**config.mk**
```make
export PLATFORM = sky130hd
export DESIGN_NAME = rrs_switcher
export DESIGN_NICKNAME = d
export VERILOG_FILES = /design/src/rtl/rrs_pkg.sv /design/src/rtl/rrs_plane_tracker.sv /design/src/rtl/rrs_idle_timer.sv /design/src/rtl/rrs_ctrl_fsm.sv /design/src/rtl/rrs_switcher.sv
export SDC_FILE = /design/constraint.sdc
export NUM_CORES = 1
export LEC_CHECK = 0
export CORE_ASPECT_RATIO = 0.5
export CORE_MARGIN = 1
export CORE_UTILIZATION = 44
export CTS_CLUSTER_SIZE = 30
export DETAILED_ROUTE_END_ITERATION = 16
export DONT_BUFFER_PORTS = 1
export PLACE_DENSITY_LB_ADDON = 0.2
export SLEW_MARGIN = 20
export SYNTH_ARGS = -nofsm -noshare
export SYNTH_HDL_FRONTEND = slang
export SYNTH_HIERARCHICAL = 1
export SYNTH_SLANG_ARGS = --single-unit
export TNS_END_PERCENT = 10
```
**constraint.sdc**
```tcl
create_clock -name clk -period 6.1 [get_ports clk]
set_input_delay 1.83 -clock clk [delete_from_list [all_inputs] [get_ports clk]]
set_output_delay 1.83 -clock clk [all_outputs]
set_load 0.01 [all_outputs]
```
**src/rtl/rrs_pkg.sv**
```systemverilog
package rrs_pkg;
    typedef enum logic [1:0] {
        RS_OFF   = 2'd0,
        RS_HIGH  = 2'd1,
        RS_ARMED = 2'd2,
        RS_LOW   = 2'd3
    } rrs_state_e;
endpackage

```
**src/rtl/rrs_plane_tracker.sv**
```systemverilog
module rrs_plane_tracker #(
    parameter int NUM_PLANES = 4
) (
    input  logic                  clk,
    input  logic                  rst_n,
    input  logic [NUM_PLANES-1:0] plane_inval,
    input  logic [NUM_PLANES-1:0] plane_flush,
    input  logic                  flip,
    output logic [NUM_PLANES-1:0] dirty_q,
    output logic                  any_event,
    output logic                  start_req
);
    logic [NUM_PLANES-1:0] dirty_d;

    // One dirty bit per plane; invalidate has priority over a same-cycle flush.
    for (genvar p = 0; p < NUM_PLANES; p++) begin : g_plane
        assign dirty_d[p] = plane_inval[p] | (dirty_q[p] & ~plane_flush[p]);

        always_ff @(posedge clk) begin
            if (!rst_n) dirty_q[p] <= 1'b0;
            else        dirty_q[p] <= dirty_d[p];
        end
    end

    always_comb begin
        any_event = (|plane_inval) | (|plane_flush) | flip;
        start_req = ((|plane_flush) | flip) & (dirty_d == '0);
    end
endmodule

```
**src/rtl/rrs_idle_timer.sv**
```systemverilog
module rrs_idle_timer #(
    parameter int IDLE_CYCLES = 100_000_000
) (
    input  logic clk,
    input  logic rst_n,
    input  logic clear,
    output logic expired
);
    localparam int CW = (IDLE_CYCLES < 2) ? 1 : $clog2(IDLE_CYCLES);
    localparam logic [CW-1:0] LAST = CW'(IDLE_CYCLES - 1);

    logic [CW-1:0] cnt_q;

    always_ff @(posedge clk) begin
        if (!rst_n || clear) cnt_q <= '0;
        else if (cnt_q != LAST) cnt_q <= cnt_q + CW'(1);
    end

    assign expired = (cnt_q == LAST);
endmodule

```
**src/rtl/rrs_ctrl_fsm.sv**
```systemverilog
module rrs_ctrl_fsm
    import rrs_pkg::*;
(
    input  logic       clk,
    input  logic       rst_n,
    input  logic       active,
    input  logic       any_event,
    input  logic       start_req,
    input  logic       expired,
    output logic       tmr_clear,
    output rrs_state_e state_q,
    output logic       rate_low,
    output logic       rate_chg
);
    rrs_state_e state_d;

    always_comb begin
        state_d = state_q;
        if (!active) begin
            state_d = RS_OFF;
        end else begin
            unique case (state_q)
                RS_OFF:   state_d = RS_HIGH;
                RS_HIGH:  if (start_req) state_d = RS_ARMED;
                RS_ARMED: begin
                    if (start_req)      state_d = RS_ARMED;
                    else if (any_event) state_d = RS_HIGH;
                    else if (expired)   state_d = RS_LOW;
                end
                RS_LOW: begin
                    if (start_req)      state_d = RS_ARMED;
                    else if (any_event) state_d = RS_HIGH;
                end
                default:  state_d = RS_OFF;
            endcase
        end
    end

    // The countdown only runs through event-free cycles in the armed state.
    assign tmr_clear = (state_q != RS_ARMED) | any_event;

    always_ff @(posedge clk) begin
        if (!rst_n) state_q <= RS_OFF;
        else        state_q <= state_d;
    end

    always_ff @(posedge clk) begin
        if (!rst_n) begin
            rate_low <= 1'b0;
            rate_chg <= 1'b0;
        end else begin
            rate_low <= (state_d == RS_LOW);
            rate_chg <= (state_d == RS_LOW) != rate_low;
        end
    end
endmodule

```
**src/rtl/rrs_switcher.sv**
```systemverilog
module rrs_switcher
    import rrs_pkg::*;
#(
    parameter int NUM_PLANES  = 4,
    parameter int IDLE_CYCLES = 100_000_000
) (
    input  logic                  clk,
    input  logic                  rst_n,
    input  logic                  enable,
    input  logic                  low_rate_ok,
    input  logic [NUM_PLANES-1:0] plane_inval,
    input  logic [NUM_PLANES-1:0] plane_flush,
    input  logic                  flip,
    output logic                  rate_low,
    output logic                  rate_chg
);
    logic [NUM_PLANES-1:0] dirty_q;
    logic                  any_event;
    logic                  start_req;
    logic                  expired;
    logic                  tmr_clear;
    rrs_state_e            state_q;

    rrs_plane_tracker #(.NUM_PLANES(NUM_PLANES)) u_track (
        .clk         (clk),
        .rst_n       (rst_n),
        .plane_inval (plane_inval),
        .plane_flush (plane_flush),
        .flip        (flip),
        .dirty_q     (dirty_q),
        .any_event   (any_event),
        .start_req   (start_req)
    );

    rrs_idle_timer #(.IDLE_CYCLES(IDLE_CYCLES)) u_timer (
        .clk     (clk),
        .rst_n   (rst_n),
        .clear   (tmr_clear),
        .expired (expired)
    );

    rrs_ctrl_fsm u_fsm (
        .clk       (clk),
        .rst_n     (rst_n),
        .active    (enable & low_rate_ok),
        .any_event (any_event),
        .start_req (start_req),
        .expired   (expired),
        .tmr_clear (tmr_clear),
        .state_q   (state_q),
        .rate_low  (rate_low),
        .rate_chg  (rate_chg)
    );
endmodule

```
### Word-level counts from Yosys, hierarchy flattened

Cells that the tools add are included.
W data, S select, Z words.

* add/subtract/negate cells: 1
* multiply operators: 0
* div/mod/pow operators: 0
* order comparisons: 0
* equality and inequality tests: 8
* shift-type cells: 0
* multiplexer cells: 8
* bitwise logic cells: 18
* reduce and logical (&&, ||, !) cells: 6

Operator list (number)
* $add A27 B1 Y27 const B: 1
* $eq A27 B27 Y1 const B: 1
* $ne A27 B27 Y1 const B: 1
* $mux W2: 7
* $or A1 B1 Y1: 8
* $pmux W2 S4: 1
* $reduce_or A4 Y1: 2
* $and A1 B1 Y1: 6
* $eq A2 B2 Y1 const B: 3
* $logic_not A4 Y1: 1
* $not A1 Y1: 4
* $eq A2 B1 Y1 const B: 1
* $logic_not A2 Y1: 1
* $ne A2 B2 Y1 const B: 1
* $logic_not A1 Y1: 1
* $logic_or A1 B1 Y1: 1
* $ne A1 B1 Y1: 1

* flip-flop bits (word level): 35
* bits in latches: 0
* memory bits (writable): 0
* bits in read-only memories: 0
* bits of input ports: 13
* output and inout port bits: 2
* memories kept: 0

### Longest topological paths before layout

* word-level depth: 10
* gate-level depth with buffers: 9
* depth with buffers taken out: 8

### Hierarchy

Netlist, hierarchy kept.

Modules (own cells, without submodules)
* rrs_idle_timer: instances 1, cells an instance 143, area an instance 1295.0 sq um, sequential area each 540.5 sq um
* rrs_plane_tracker: instances 1, cells an instance 23, area an instance 193.9 sq um, sequential area each 80.1 sq um
* rrs_ctrl_fsm: instances 1, cells an instance 21, area an instance 173.9 sq um, sequential area each 80.1 sq um
* rrs_switcher: instances 1, cells an instance 1, area an instance 6.3 sq um, sequential area each 0.0 sq um

### Least setup slack after synthesis

OpenSTA, ideal clock, no wires.

* path kind: input -> register
* start point: input plane_flush[3]
* end point: register u_timer.cnt_q[10]
* library setup time: 65 ps
* data arrival time: 3382 ps
* slack: 2653 ps
* cell stages on the path: 9
* buffers on the path: 2
* cells stage by stage: or4_4 > nor2_2 > nand4_1 > nor2_1 > nand2_1 > nand2b_1 > clkbuf_1 > buf_1 > nor2_1

* longest elaborated chain between the ends: 5

RTL lines
* start, declared: line rrs_switcher.sv:12 `input logic [NUM_PLANES-1:0] plane_flush,`
* $reduce_or A4 Y1: line rrs_plane_tracker.sv:26 `any_event = (|plane_inval) | (|plane_flush) | flip;`
* $or A1 B1 Y1 (2 in series): line rrs_plane_tracker.sv:26
* named net any_event: line rrs_switcher.sv:18 `logic any_event;`
* $or A1 B1 Y1: line rrs_ctrl_fsm.sv:40 `assign tmr_clear = (state_q != RS_ARMED) | any_event;`
* named net tmr_clear: line rrs_switcher.sv:21 `logic tmr_clear;`
* $logic_or A1 B1 Y1: line rrs_idle_timer.sv:15 `if (!rst_n || clear) cnt_q <= '0;`
* end signal, assigned: line rrs_idle_timer.sv:16 `else if (cnt_q != LAST) cnt_q <= cnt_q + CW'(1);`
* end, declared: line rrs_idle_timer.sv:12 `logic [CW-1:0] cnt_q;`

The timed path passes the listed nets, and every way through them passes these cells.
A chain may end at the register's enable or synchronous reset.

### Worst setup path after layout

* start point: input plane_flush[3]
* end point: register u_timer.cnt_q[8]

Same word-level chain as after synthesis.

==> impl_metrics.tcl <==
set metrics [dict create \
    status "completed" \
    regToRegEndpoint "u_timer/cnt_q[1]" \
    cts_buffer_depth 2 \
    cellPowerDensity_nw_per_um2 232 \
    setup_viol 0 \
    hold_viol_final 0 \
    crit_buf_inv 0 \
    diodes 0 \
    required_ps 6300 \
    track_usage_pct 17.1 \
    pin_count 15 \
    layout_setup_ws_ps 2540 \
    root_buffer "clkbuf_8" \
    core_area_sq_um 3530 \
    drt_iter0_markers 36 \
    min_period_over_period_pct 58.4 \
    seq_area_frac_synth_pct 42.0 \
    syn_to_final_growth_pct 8.25 \
    worst_slew_pin_slew_ps 957 \
    antenna_found_initial 0 \
    ys_seq_elements 35 \
    slew_headroom_pct 36.2 \
    cts_hold_buf 0 \
    grt_max_degree 27 \
    end_kind "flip-flop" \
    route.detailed.drc 0 \
    rsz0062_at_grt "false" \
    die_w_um 89.1 \
    cts_buffers 5 \
    clk_pin_slew_ps 60 \
    synthCells 188 \
    io_buffers 0 \
    whs_endpoint "u_track/dirty_q[1]" \
    synthTopCellsByArea "dfxtp_1 42%, xor2_1 11%, nor2_1 6.3%" \
    min_period_ps 3560 \
    syn_nets 202 \
    cts.sinks 35 \
    cts_resized 0 \
    dieHeight_um 45.6 \
    rrSetupSlack_ps 4190 \
    grt_pass1_wl_um 5070 \
    rr_startpoint "u_timer/cnt_q[0]" \
    hp-class "flip-flop to flip-flop" \
    irDropWorstVdd_uv 88.4 \
    slowest_stage "nand2b_1" \
    hpwl_um 2060 \
    avgViaCountPerCell 5.37 \
    ant_nets 0 \
    max_stage_delay_ps 590 \
    critPathKind "input pin to flip-flop" \
    synth_cell_types 39 \
    synth_area_sq_um 1670 \
    start_util_pct 47.3 \
    skew_ps 4.77 \
    layout-drive-gt1-share_pct 9.47 \
    path_cells "or4_4, nor2_2, nand4_1, nor2_1, nand2_1, nand2b_1, a21oi_1" \
    dr_total_vias 1293 \
    syn_avg_cell_area_sq_um 8.88 \
    clock.fmax_ghz 0.281 \
    max_cap_violations 0 \
    drt-pass1-iter-count 5 \
    grt_pass1_vias 1161 \
    nFillCells 355 \
    finalSetupTns_ps 0 \
    hold_path_depth 2 \
    cts_setup_buffers 0 \
    final_cell_mix "35 x dfxtp_1, 28 x nor2_1, 21 x xor2_1" \
    layout.nets 203 \
    cellLeakagePower_nw 0.662 \
    synth_warnings 6 \
    wl_per_cell_um 12.7 \
    final_common_cell "dfxtp_1" \
    ctsHtreeMaxLevel 2 \
    detailedPlace.worstSlack_ps 2220 \
    cts_tree "yes" \
    crit_fanout 26 \
    rr_worst_depth 6 \
    timing.final.max_slew_violations 0 \
    synth_largest_area_cell "dfxtp_1" \
    cp_top_family "simple AND/OR/NAND/NOR gates" \
    synth_top_area_share_pct 42.0 \
    grt_overflow 0 \
    clk_latency_ps 290 \
    gp_congestion 0.794 \
    rows 15 \
    die_area_sq_um 4060 \
    worstHoldStart "u_track/dirty_q[1]" \
    wl_um 3060 \
    start_kind "input pin" \
    crit_arrival_ps 3760 \
]
per-layer routing:
metal	global-route usage, %	share of wire, %
met2	27.9	45
met4	5.71	0
met3	7.61	3.0
met5	0	0
met1	20.4	52
per-stage QoR:
stage | cells | hold slack [ps] | utilization, % | total power [mW] | area (sq um)
2_1_floorplan | 188 | 465 | - | 0.241 | 1670
3_5_place_dp | 233 | 488 | 48.4 | 0.242 | 1710
6_report | 241 | 496 | 51.2 | 0.419 | 1810
5_1_grt | 241 | 535 | 51.2 | 0.435 | 1810
4_1_cts | 241 | 499 | 51.2 | 0.425 | 1810
3_3_place_gp | 233 | 490 | 48.4 | 0.242 | 1710
kinds of logic (layout without fill, tap and decap cells):
| group | Yosys count | count (layout) | synth area share (%) |
|---|---|---|---|
| multiplexers | 2 | 2 | 1.20 |
| flip-flops | 35 | 35 | 42.0 |
| adder cells (fa/ha/maj) | 1 | 1 | 0.750 |
| AO/OA/AOI/OAI | 20 | 20 | 7.27 |
| AND/OR/NAND/NOR | 94 | 94 | 33.6 |
| XOR/XNOR | 23 | 23 | 12.1 |
| buffers and inverters | 13 | 15 | 3.15 |
worst max path at each step:
stage / startpoint / end / slack, ps / cells after the start
after floorplan: plane_flush[3] / u_timer/cnt_q[10] / 2650 / 9
after global placement: plane_flush[3] / u_timer/cnt_q[8] / 2270 / 7
after detailed placement: plane_flush[3] / u_timer/cnt_q[12] / 2220 / 7
after CTS: plane_flush[3] / u_timer/cnt_q[8] / 2520 / 7
after global routing: plane_flush[3] / u_timer/cnt_q[12] / 2320 / 7
final: plane_flush[3] / u_timer/cnt_q[8] / 2540 / 7
registers in the layout (all words and copies together), names as in the netlist:
name and cells:
u_timer/cnt_q 27, u_track/dirty_q 4, u_fsm/state_q 2, u_fsm/rate_chg 1
u_fsm/rate_low 1
layout make-up:
type / instances / area [sq um] / area share [%]
Multi-Input combinational cell: 140 / 916 / 50.7
Sequential cell: 35 / 701 / 38.8
Clock buffer: 8 / 100 / 5.54
Tap cell: 51 / 63.8 / 3.53
Inverter: 7 / 26.3 / 1.45
tightest hold or removal path: stages (launching register included):
cell and delay [ps]:
dfxtp_1 300, nand2b_1 80, a21boi_0 80
power breakdown:
group          total [mW]  internal [mW]  switching [mW]
clock network       0.182          0.103          0.0795
logic             0.00563        0.00290         0.00273
registers           0.231          0.230        0.000768
total               0.419          0.336          0.0830
synth_stat cells (all sizes together):
master	n
nand2	8
o22a	1
dfxtp	35
nor4b	2
xor2	21
and4	6
clkbuf	4
and2	2
o21ai	9
nand4	13
nor2	30
nor3	3
ha	1
and3	9
mux2i	2
buf	2
o211ai	2
nand2b	6
inv	7
nor4bb	1
nand3	8
a21boi	4
or4	1
a31oi	1
or3	2
nor4	2
xnor2	2
nor2b	1
a21oi	3
(Power assumes the default switching activity.)
